--- src/rtl/zc_pkg.sv ---
package zc_pkg;

    typedef enum logic [1:0] {
        ST_IDLE  = 2'd0,
        ST_ARMED = 2'd1,
        ST_RUN   = 2'd2,
        ST_DONE  = 2'd3
    } zc_state_e;

    typedef enum logic {
        MODE_FREQ  = 1'b0,
        MODE_PHASE = 1'b1
    } zc_mode_e;

endpackage

--- src/rtl/zc_prescaler.sv ---
module zc_prescaler #(
    parameter int PRE_W = 8
) (
    input  logic             clk,
    input  logic             rst_n,
    input  logic             hold_clr,
    input  logic             run,
    input  logic [PRE_W-1:0] divide,
    output logic             tick
);
    typedef struct packed {
        logic [PRE_W-1:0] cnt;
    } pre_regs_t;

    pre_regs_t r_q, r_d;

    assign tick = run && (r_q.cnt == divide);

    always_comb begin
        r_d = r_q;
        if (hold_clr) begin
            r_d.cnt = '0;
        end else if (run) begin
            r_d.cnt = tick ? '0 : r_q.cnt + 1'b1;
        end
    end

    always_ff @(posedge clk or negedge rst_n) begin
        if (!rst_n) r_q <= '0;
        else        r_q <= r_d;
    end
endmodule

--- src/rtl/zc_timer.sv ---
module zc_timer #(
    parameter int CNT_W = 16,
    parameter int OVF_W = 4
) (
    input  logic             clk,
    input  logic             rst_n,
    input  logic             hold_clr,
    input  logic             tick,
    input  logic [CNT_W-1:0] period,
    output logic [CNT_W-1:0] count,
    output logic [OVF_W-1:0] tally,
    output logic             sat_hit
);
    localparam logic [OVF_W-1:0] TALLY_MAX = {OVF_W{1'b1}};

    typedef struct packed {
        logic [CNT_W-1:0] count;
        logic [OVF_W-1:0] tally;
        logic             sat_hit;
    } tmr_regs_t;

    tmr_regs_t r_q, r_d;

    always_comb begin
        r_d = r_q;
        if (hold_clr) begin
            r_d = '0;
        end else if (tick) begin
            if (r_q.count == period) begin
                r_d.count = '0;
                if (r_q.tally == TALLY_MAX) r_d.sat_hit = 1'b1;
                else                        r_d.tally   = r_q.tally + 1'b1;
            end else begin
                r_d.count = r_q.count + 1'b1;
            end
        end
    end

    always_ff @(posedge clk or negedge rst_n) begin
        if (!rst_n) r_q <= '0;
        else        r_q <= r_d;
    end

    assign count   = r_q.count;
    assign tally   = r_q.tally;
    assign sat_hit = r_q.sat_hit;
endmodule

--- src/rtl/zc_seq.sv ---
module zc_seq
    import zc_pkg::*;
(
    input  logic      clk,
    input  logic      rst_n,
    input  logic      start,
    input  logic      mode_in,
    input  logic      v_zc,
    input  logic      i_zc,
    output zc_state_e state,
    output logic      stop_evt
);
    typedef struct packed {
        zc_state_e st;
        zc_mode_e  mode;
    } seq_regs_t;

    seq_regs_t r_q, r_d;
    logic      stop_src;

    // Stop source depends on the latched mode: the second voltage crossing
    // in frequency mode, the first current crossing in phase mode.
    assign stop_src = (r_q.mode == MODE_PHASE) ? i_zc : v_zc;
    assign stop_evt = !start && (r_q.st == ST_RUN) && stop_src;

    always_comb begin
        r_d = r_q;
        if (start) begin
            r_d.st   = ST_ARMED;
            r_d.mode = zc_mode_e'(mode_in);
        end else begin
            case (r_q.st)
                ST_ARMED: if (v_zc) r_d.st = ST_RUN;
                ST_RUN:   if (stop_src) r_d.st = ST_DONE;
                default:  r_d.st = r_q.st;
            endcase
        end
    end

    always_ff @(posedge clk or negedge rst_n) begin
        if (!rst_n) r_q <= '{st: ST_IDLE, mode: MODE_FREQ};
        else        r_q <= r_d;
    end

    assign state = r_q.st;
endmodule

--- src/rtl/zc_meter.sv ---
module zc_meter
    import zc_pkg::*;
#(
    parameter int PRE_W = 8,
    parameter int CNT_W = 16,
    parameter int OVF_W = 4
) (
    input  logic             clk,
    input  logic             rst_n,
    input  logic             start_i,
    input  logic             mode_i,
    input  logic [PRE_W-1:0] presc_i,
    input  logic [CNT_W-1:0] period_i,
    input  logic             v_zc_i,
    input  logic             i_zc_i,
    output logic [CNT_W-1:0] cap_count_o,
    output logic [OVF_W-1:0] ovf_count_o,
    output logic             done_o,
    output logic             timeout_o
);
    typedef struct packed {
        logic [PRE_W-1:0] presc;
        logic [CNT_W-1:0] period;
        logic [CNT_W-1:0] cap;
        logic [OVF_W-1:0] ovf;
        logic             done;
        logic             tmo;
    } top_regs_t;

    top_regs_t r_q, r_d;

    zc_state_e        state;
    logic             stop_evt;
    logic             running;
    logic             tick;
    logic [CNT_W-1:0] t_count;
    logic [OVF_W-1:0] t_tally;
    logic             t_sat;

    zc_seq u_seq (
        .clk      (clk),
        .rst_n    (rst_n),
        .start    (start_i),
        .mode_in  (mode_i),
        .v_zc     (v_zc_i),
        .i_zc     (i_zc_i),
        .state    (state),
        .stop_evt (stop_evt)
    );

    assign running = (state == ST_RUN);

    zc_prescaler #(.PRE_W(PRE_W)) u_pre (
        .clk      (clk),
        .rst_n    (rst_n),
        .hold_clr (!running),
        .run      (running),
        .divide   (r_q.presc),
        .tick     (tick)
    );

    zc_timer #(.CNT_W(CNT_W), .OVF_W(OVF_W)) u_tmr (
        .clk      (clk),
        .rst_n    (rst_n),
        .hold_clr (start_i || (state == ST_ARMED)),
        .tick     (tick),
        .period   (r_q.period),
        .count    (t_count),
        .tally    (t_tally),
        .sat_hit  (t_sat)
    );

    always_comb begin
        r_d = r_q;
        if (start_i) begin
            r_d.presc  = presc_i;
            r_d.period = period_i;
            r_d.cap    = '0;
            r_d.ovf    = '0;
            r_d.done   = 1'b0;
            r_d.tmo    = 1'b0;
        end else if (stop_evt) begin
            r_d.cap  = t_count;
            r_d.ovf  = t_tally;
            r_d.tmo  = t_sat;
            r_d.done = 1'b1;
        end
    end

    always_ff @(posedge clk or negedge rst_n) begin
        if (!rst_n) r_q <= '0;
        else        r_q <= r_d;
    end

    assign cap_count_o = r_q.cap;
    assign ovf_count_o = r_q.ovf;
    assign done_o      = r_q.done;
    assign timeout_o   = r_q.tmo;
endmodule

--- config.mk ---
export PLATFORM = sky130hd
export DESIGN_NAME = zc_meter
export DESIGN_NICKNAME = d
export VERILOG_FILES = /design/src/rtl/zc_pkg.sv /design/src/rtl/zc_prescaler.sv /design/src/rtl/zc_timer.sv /design/src/rtl/zc_seq.sv /design/src/rtl/zc_meter.sv
export SDC_FILE = /design/constraint.sdc
export NUM_CORES = 1
export LEC_CHECK = 0
export ABC_AREA = 0
export CORE_MARGIN = 4
export CORE_UTILIZATION = 35
export CTS_CLUSTER_DIAMETER = 30
export DETAILED_ROUTE_END_ITERATION = 10
export PLACE_DENSITY_LB_ADDON = 0.25
export SYNTH_ARGS = -nofsm -noshare
export SYNTH_HDL_FRONTEND = slang
export SYNTH_HIERARCHICAL = 1
export SYNTH_SLANG_ARGS = --single-unit
--- constraint.sdc ---
create_clock -name clk -period 2.45 [get_ports clk]
set_input_delay 0.735 -clock clk [delete_from_list [all_inputs] [get_ports clk]]
set_output_delay 0.735 -clock clk [all_outputs]
set_load 0.02 [all_outputs]
After elaboration in Yosys (flattened, before gate mapping)
Index checks and enable logic that the tools add are counted.
{ "classes": {"reduce_logical": 13, "add_sub_neg": 3, "muxes": 15, "eq_ne": 8} }
{ "op_table": {"columns": ["cell", "count"], "rows": [
  ["22-bit two-way mux", 2],
  ["21-bit two-way mux", 2],
  ["16-bit by 1-bit adder with 16-bit output (second input constant)", 1],
  ["16-bit == test", 1],
  ["16-bit two-way mux", 1],
  ["8-bit two-way mux", 2],
  ["3-bit AND reduction", 3],
  ["8-bit by 1-bit adder with 8-bit output (second input constant)", 1],
  ["8-bit == test", 1],
  ["2-bit nonzero test", 4],
  ["2-bit two-way mux", 3],
  ["3-bit != test (second input constant)", 2],
  ["5-bit two-way mux", 1],
  ["4-bit by 1-bit adder with 4-bit output (second input constant)", 1],
  ["4-bit == test (second input constant)", 1],
  ["4-bit two-way mux", 1],
  ["2-bit one-hot mux with 2 select lines", 1],
  ["1-bit logical AND", 3],
  ["3-bit nonzero test", 1],
  ["2-bit by 1-bit == test with 1-bit output (second input constant)", 1],
  ["2-bit == test (second input constant)", 1],
  ["1-bit two-way mux", 2],
  ["2-bit by 1-bit != test with 1-bit output (second input constant)", 1],
  ["1-bit logical NOT", 1],
  ["1-bit logical OR", 1]
]} }
{ "totals": {"ff_bits": 78, "out_inout_bits": 22, "in_bits": 30} }

Longest topological paths before layout
Gate-level depths: netlist (run 1).
{ "depth": {"word_depth": 5, "depth_mapped": 12, "mapped_depth_nobuf": 9} }

Hierarchy
Netlist (run 1), hierarchy kept.
{ "by_module_without_submodules": {"columns": ["module", "seq_area_each_um2", "area_each_um2", "instances", "cells_per_inst"], "rows": [
  ["zc_meter", 1151.1, 1988.2, 1, 146],
  ["zc_timer", 525.5, 1295.0, 1, 133],
  ["zc_prescaler", 200.2, 523.0, 1, 51],
  ["zc_seq", 75.1, 162.7, 1, 15]
]} }

Worst setup path after synthesis (run 1)
OpenSTA, ideal clock, no wires.
{ "synth_timing": {"path_type": "reg-to-reg", "from": "reg u_seq.r_q (netlist bit u_seq/state[0])", "to": "reg u_tmr.r_q (netlist bit u_tmr/count[15])", "period_less_slack_ns": 2.474, "required_time_ns": 2.329, "stages_incl_launch_ff": 13, "setup_ns": 0.121, "path_buffers": 3, "arrival_ns": 2.353, "slack_ns": -0.024, "cell_sequence": "dfrtp_1 > buf_4 > nand2b_1 > inv_1 > buf_4 > inv_1 > nor3_4 > buf_2 > o2111ai_1 > nor4b_2 > nand3_1 > xor2_1 > nor2_1"} }
{ "synth_via": {"elab_chain_cells": 3, "word_cells_on_any_way": 6, "classes_between": "eq/ne (2); mux (1); reduce/logical (3)"} }
{ "synth_lines": {"columns": ["item", "line_no", "source"], "rows": [
  ["start, declared", "zc_seq.sv:18", "seq_regs_t r_q, r_d;"],
  ["start signal, assigned", "zc_seq.sv:41", "if (!rst_n) r_q <= '{st: ST_IDLE, mode: MODE_FREQ};"],
  ["start signal, assigned", "zc_seq.sv:42", "else r_q <= r_d;"],
  ["2-bit == test", "zc_meter.sv:51", "assign running = (state == ST_RUN);"],
  ["net running", "zc_meter.sv:34", "logic running;"],
  ["1-bit logical AND", "zc_prescaler.sv:17", "assign tick = run && (r_q.cnt == divide);"],
  ["net tick", "zc_meter.sv:35", "logic tick;"],
  ["2-bit nonzero test (no line)", null, null],
  ["end signal, assigned", "zc_timer.sv:41", "else r_q <= r_d;"],
  ["end, declared", "zc_timer.sv:22", "tmr_regs_t r_q, r_d;"]
]} }
The timed path passes the listed nets, and every way through them passes these cells.
A chain may end at the register's enable or synchronous reset.

Final worst setup path (run 1)
{ "layout_timing": {"from": "reg u_tmr.r_q (netlist bit u_tmr/count[7])", "to": "reg u_tmr.r_q (netlist bit u_tmr/sat_hit)"} }
{ "layout_via": {"elab_chain_cells": 3} }
{ "layout_lines": {"columns": ["item", "line_no", "source"], "rows": [
  ["16-bit == test", "zc_timer.sv:29", "if (r_q.count == period) begin"],
  ["2-bit nonzero test (no line)", null, null],
  ["3-bit AND reduction (no line)", null, null]
]} }
No other way between the ends.

==> impl_metrics.env, run 1 <==
export IMPL_status="completed"
export IMPL_switchingPower_uw=674
export IMPL_wl_um=7910
export IMPL_stdcell_count=529
export IMPL_fin_crit_ps=2210
export IMPL_htree_levels=3
export IMPL_finalSetupTns_ps=0
export IMPL_cts_tree="built"
export IMPL_syn_nets=378
export IMPL_cts_buffer_depth=2
export IMPL_grt_pass1_vias=2718
export IMPL_synth_seq_cells=78
export IMPL_clk_pin_slew_ps=60
export IMPL_post_cts_setup_buffers=0
export IMPL_wire_per_inst_um=15.0
export IMPL_fillCellCount=1075
export IMPL_synth_cells=345
export IMPL_first_pass_iters=4
export IMPL_numPlacedInstances=513
export IMPL_cp_required_ps=2710
export IMPL_grt_max_degree=51
export IMPL_drc=0
export IMPL_worst_setup_path_start_kind="flip-flop"
export IMPL_seq_power_share_pct=46.8
export IMPL_cts_hold_fix_buffers=0
export IMPL_pre_cts_ws_ps=205
export IMPL_die_area_sq_um=13100
export IMPL_synth_edf_count=0
export IMPL_peakVddDrop_mv=0.355
export IMPL_port_buffer_count=51
export IMPL_core_sq_um=11000
export IMPL_powerDensity_nw_per_um2=611
export IMPL_hpwl_um=5680
export IMPL_num_antenna_cells=0
export IMPL_avgViaCountPerCell=4.85
export IMPL_fp_dieH_um=114
export IMPL_hold_viol=0
export IMPL_syn_area_sq_um=3970
export IMPL_hold_class="primary input to async pin"
export IMPL_synthToLayoutAreaGrowth_pct=20.7
export IMPL_initial_core_util_pct=36.1
export IMPL_path_class="flip-flop to flip-flop"
export IMPL_insertion_delay_ps=330
export IMPL_power_uw=2930
export IMPL_drt_iter0_drc=57
export IMPL_overflow=0
export IMPL_ys_flop_type="dfrtp_1"
export IMPL_antenna_found_initial=0
export IMPL_drive_gt1_share_pct=18.5
export IMPL_rsz0062_at_grt="no"
export IMPL_cp_end_kind="flip-flop"
export IMPL_cts_buffers=9
export IMPL_multi_input_area_sq_um=1700
export IMPL_cap_violations=0
export IMPL_yosys_warnings=6
export IMPL_root_buffer="clkbuf_16"
export IMPL_slew_headroom_pct=56.5
export IMPL_max_freq_mhz=452
export IMPL_slew_viol_final=0
export IMPL_rows=38
export IMPL_leakagePower_uw=0.00197
export IMPL_setup_violations=0
export IMPL_critPathMaxFanout=16
export IMPL_routabilityCongestion=0.749
export IMPL_tightest_slew_ps=652
export IMPL_nets=417
export IMPL_vias=2566
export IMPL_clock_skew_ps=10.2
export IMPL_grtUsageTotal_pct=13.4
export IMPL_switching_share_pct=23.0
export IMPL_fin_crit_sh_pct=90.3
export IMPL_async_reset_ff_share_pct=100
export IMPL_syn_avg_cell_area_sq_um=11.5
export IMPL_yosysUniqueCellTypes=47
export IMPL_io_pins=52
export IMPL_setup_ws_ps=236
export IMPL_die_w_um=114
export IMPL_internal_power_uw=2250
export IMPL_p_clk_share_pct=44.9
export IMPL_cts_resized=0
export IMPL_final_core_util_pct=43.6
export IMPL_detail_route_antenna_nets=0
export IMPL_pwr_share_comb_pct=8.4
export IMPL_ys_seq_area_share_pct=49.2
export IMPL_cp_arrival_ps=2470
export IMPL_clock_sinks=78
export IMPL_grt_pass1_wl_um=13900
export IMPL_ff_latch_area_sq_um=1950
layout make-up:
cell class                      instances  share of cell area [%]
Clock buffer                            9                    4.70
Clock inverter                          7                    1.57
Inverter                                9                   0.705
Multi-Input combinational cell        221                    35.4
Sequential cell                        78                    40.7
Tap cell                              140                    3.66
Timing Repair Buffer                   65                    13.2
registers in the layout (all words and copies together), names as in the netlist:
signal	count
cap_count_o	16
done_o	1
ovf_count_o	4
r_q	24
timeout_o	1
u_pre/r_q	8
u_seq/r_q	1
u_seq/state	2
u_tmr/count	16
u_tmr/sat_hit	1
u_tmr/tally	4
critical path: stages (launching register included):
cell     delay (ps)
dfrtp_1         450
xor2_1          210
nor4_1          430
nand4_2         420
or3_1           480
a21oi_1         150
layer usage:
layer  track usage, %  wire (um)  vias to the layer above
met2             20.8       3710                       51
met3             4.02        362                        2
met5                0          0                        -
li1                 -          -                     1241
met1             18.4       3800                     1272
met4             3.33         40                        0
stage by stage:
| stage | cell area (sq um) | hold slack [ps] |
|---|---|---|
| finish | 4790 | 430 |
| global route | 4790 | 489 |
| CTS | 4790 | 455 |
| detailed placement | 4490 | 504 |
| global placement | 4490 | 477 |
| floorplan | 3970 | 439 |
worst paths after layout:
check	slack (ps)	from	to	depth (start not counted)
min	430	rst_n	u_tmr/count[3]	1
max reg2reg	240	u_tmr/count[7]	u_tmr/sat_hit	5
max	240	u_tmr/count[7]	u_tmr/sat_hit	5
min reg2reg	510	done_o	done_o	2
max in group asynchronous	1430	rst_n	u_tmr/count[0]	2
min in group clk	510	done_o	done_o	2
cells in the mapped netlist, drive strengths merged, types with 4 or more instances:
master | number | area share [%]
mux2 | 26 | 7.9
nand3 | 6 | 0.76
xnor2 | 13 | 2.9
nor4 | 6 | 1.3
mux2i | 23 | 5.8
inv | 8 | 0.76
nand2 | 12 | 1.1
dfrtp | 78 | 49
nor3 | 10 | 1.9
xor2 | 28 | 6.2
a21oi | 6 | 0.76
nand4 | 11 | 2.0
nor2 | 43 | 4.1
buf | 36 | 7.3
or3 | 4 | 0.63
logic make-up after synthesis:
group	after synthesis	share of synthesized area, %
simple gates	106	14.8
flops	78	49.2
mux	49	13.7
buf+inv	46	8.26
xor+xnor	41	9.05
compound gates	22	4.04
fa+ha+maj	3	0.946
cell usage in the layout (no fill, tap or decap), types with 4 or more instances in the layout:
master and instances:
a21oi_1 6, buf_4 13, clkbuf_16 9, clkdlybuf4s50_1 49
dfrtp_1 78, inv_1 8, mux2_2 20, mux2_4 6
mux2i_1 23, nand2_1 12, nand3_1 6, nand4_1 9
nor2_1 43, nor3_1 6, nor4_1 4, or3_1 4
xnor2_1 13, xor2_1 28
power by group through the flow:
stage | registers (uW) | clock network (uW) | logic (uW)
after detailed placement | 1390 | 0 | 251
final | 1370 | 1310 | 246
after CTS | 1370 | 1370 | 252
after global placement | 1390 | 0 | 245
after floorplan | 1380 | 0 | 145
after global routing | 1380 | 1420 | 273
Note: power is estimated with default switching activity, not from simulation.
==> run 2, diff against run 1 <==
--- a/config.mk
+++ b/config.mk
@@ -6,11 +6,14 @@
 export NUM_CORES = 1
 export LEC_CHECK = 0
 export ABC_AREA = 0
+export CORE_ASPECT_RATIO = 0.9
 export CORE_MARGIN = 4
 export CORE_UTILIZATION = 35
+export CTS_BUF_LIST = sky130_fd_sc_hd__clkbuf_4 sky130_fd_sc_hd__clkbuf_8
 export CTS_CLUSTER_DIAMETER = 30
 export DETAILED_ROUTE_END_ITERATION = 10
 export PLACE_DENSITY_LB_ADDON = 0.25
+export SETUP_SLACK_MARGIN = 0.02
 export SYNTH_ARGS = -nofsm -noshare
 export SYNTH_HDL_FRONTEND = slang
 export SYNTH_HIERARCHICAL = 1
==> run 2 against run 1 <==
  * Setup slack better by 3.3 ps
  * Sequential cell count unchanged
  * Total power down 13%
  * Sequential power about the same
  * First-iteration DRC count up 98%
  * Final area down 1.7%
  * Register-to-register slack about the same
  * Sequential share of layout area up 0.70 points
  * Clock skew down 2.6 ps
  * Clock power down 28%
  * Highest routed layer unchanged
==> impl_metrics.env, run 2 (synthesized netlist as in run 1, its figures left out) <==
export IMPL_status="completed"
export IMPL_setup_violations=0
export IMPL_rsz0062_at_grt="no"
export IMPL_nets=418
export IMPL_die_w_um=120
export IMPL_drc=0
export IMPL_top_layer="met4"
export IMPL_detail_route_antenna_nets=0
export IMPL_drt_iter0_drc=113
export IMPL_fin_crit_ps=2210
export IMPL_rr_startpoint="u_pre/r_q[2]"
export IMPL_grt_max_degree=51
export IMPL_worst_setup_path_start_kind="flip-flop"
export IMPL_cts_tree="built"
export IMPL_slew_headroom_pct=58.3
export IMPL_placed_area_sq_um=4510
export IMPL_clk_pin_slew_ps=80
export IMPL_fp_dieH_um=109
export IMPL_initial_core_util_pct=36.3
export IMPL_slew_viol_final=0
export IMPL_hpwl_um=5870
export IMPL_grt_pass1_vias=2674
export IMPL_path_class="flip-flop to flip-flop"
export IMPL_antenna_found_initial=0
export IMPL_final_area_sq_um=4710
export IMPL_max_freq_mhz=452
export IMPL_powerDensity_nw_per_um2=542
export IMPL_leakagePower_uw=0.00196
export IMPL_vias=2594
export IMPL_power_uw=2550
export IMPL_grtUsageTotal_pct=13.4
export IMPL_critPathMaxFanout=15
export IMPL_cap_violations=0
export IMPL_cts_buffers=9
export IMPL_cp_end_kind="flip-flop"
export IMPL_critPathCapture="u_tmr/count[14]"
export IMPL_synthToLayoutAreaGrowth_pct=18.7
export IMPL_post_cts_setup_buffers=0
export IMPL_cp_arrival_ps=2480
export IMPL_clock_skew_ps=7.54
export IMPL_rr_worst_depth=7
export IMPL_final_core_util_pct=43.0
export IMPL_die_area_sq_um=13100
export IMPL_reg2reg_to="u_tmr/count[14]"
export IMPL_rrSetupSlack_ps=240
export IMPL_cts_hold_fix_buffers=0
export IMPL_setup_ws_ps=240
export IMPL_wl_um=8060
export IMPL_wl_met3_um=451
export IMPL_overflow=0
export IMPL_pre_cts_ws_ps=155
export IMPL_wire_per_inst_um=14.9
export IMPL_insertion_delay_ps=340
export IMPL_port_buffer_count=51
export IMPL_num_antenna_cells=0
export IMPL_finalSetupTns_ps=0
export IMPL_wl_met1_um=3940
export IMPL_hold_class="primary input to async pin"
export IMPL_core_sq_um=10900
export IMPL_io_pins=52
export IMPL_root_buffer="clkbuf_8"
export IMPL_final_cell_mix="dfrtp_1, clkdlybuf4s50_1, nor2_1"
export IMPL_clock_sinks=78
export IMPL_first_pass_iters=4
export IMPL_final_common_cell="dfrtp_1"
export IMPL_drive_gt1_share_pct=18.5
export IMPL_routabilityCongestion=0.816
export IMPL_hold_viol=0
export IMPL_rows=36
export IMPL_startpoint="u_pre/r_q[2]"
export IMPL_cts_buffer_depth=2
export IMPL_top_register="r_q"
export IMPL_htree_levels=3
export IMPL_tightest_slew_ps=625
export IMPL_largest_reg_flops=24
export IMPL_route_met2_wl_um=3520
export IMPL_grt_pass1_wl_um=13800
export IMPL_fin_crit_sh_pct=90.2
export IMPL_avgViaCountPerCell=4.79
export IMPL_cp_required_ps=2720
export IMPL_peakVddDrop_mv=0.279
[run 2: cell count changes in the layout (fill, tap and decap cells not counted)]
| cell | previous run | this run |
|---|---|---|
| nor4b_2 | 2 | 1 |
| clkbuf_16 | 9 | 0 |
| clkinv_4 | 2 | 0 |
| clkbuf_8 | 0 | 10 |
| clkinv_2 | 1 | 4 |
| nor4b_4 | 0 | 1 |
| buf_4 | 13 | 14 |
| clkinvlp_4 | 3 | 0 |
[run 2: worst max-delay path, stage by stage (launching register included)]
cell and delay, ps:
dfrtp_1 450, xnor2_1 220, nand4_2 160, nor3_4 200, buf_4 230, clkinv_1 170
or4b_1 530, a31oi_1 170
[run 2: area by class of cell]
type / instances / area [sq um]
well taps: 152 / 190
clock buffers: 10 / 138
inverters: 9 / 33.8
clock inverters: 5 / 50.0
multi-input cells: 221 / 1710
repair buffers: 66 / 641
fillers: 1053 / 6230
flip-flops and latches: 78 / 1950
[run 2: per-layer routing]
layer / global-route usage [%] / up-vias
met1: 18.7 / 1275
met3: 3.79 / 14
met4: 4.13 / 0
met2: 20.2 / 57
met5: 0 / -
li1: - / 1248
[run 2: stage by stage]
step                      hold WS, ps  cells
after floorplan                   439    345
after global placement            482    526
after detailed placement          490    526
after CTS                         301    541
after global routing              314    541
final                             305    541
[run 2: how the worst min path moves through the flow]
stage,to,startpoint,cells past startpoint
CTS,cap_count_o[8],rst_n,1
finish,cap_count_o[8],rst_n,1
global route,cap_count_o[8],rst_n,1
detailed placement,done_o,done_o,2
global placement,done_o,done_o,2
floorplan,cap_count_o[0],rst_n,0
[run 2: what timing repair did]
action | CTS | global route
hold endpoints to repair | 0 | 0
setup endpoints to repair | 0 | 2
gates resized for setup | 0 | 1
[run 2: power breakdown]
group | leakage (uW) | switching, uW | internal [uW] | total (uW)
logic | 0.000831 | 113 | 131 | 244
clock network | 0.000102 | 456 | 486 | 942
registers | 0.00103 | 35.4 | 1330 | 1370
total | 0.00196 | 604 | 1950 | 2550
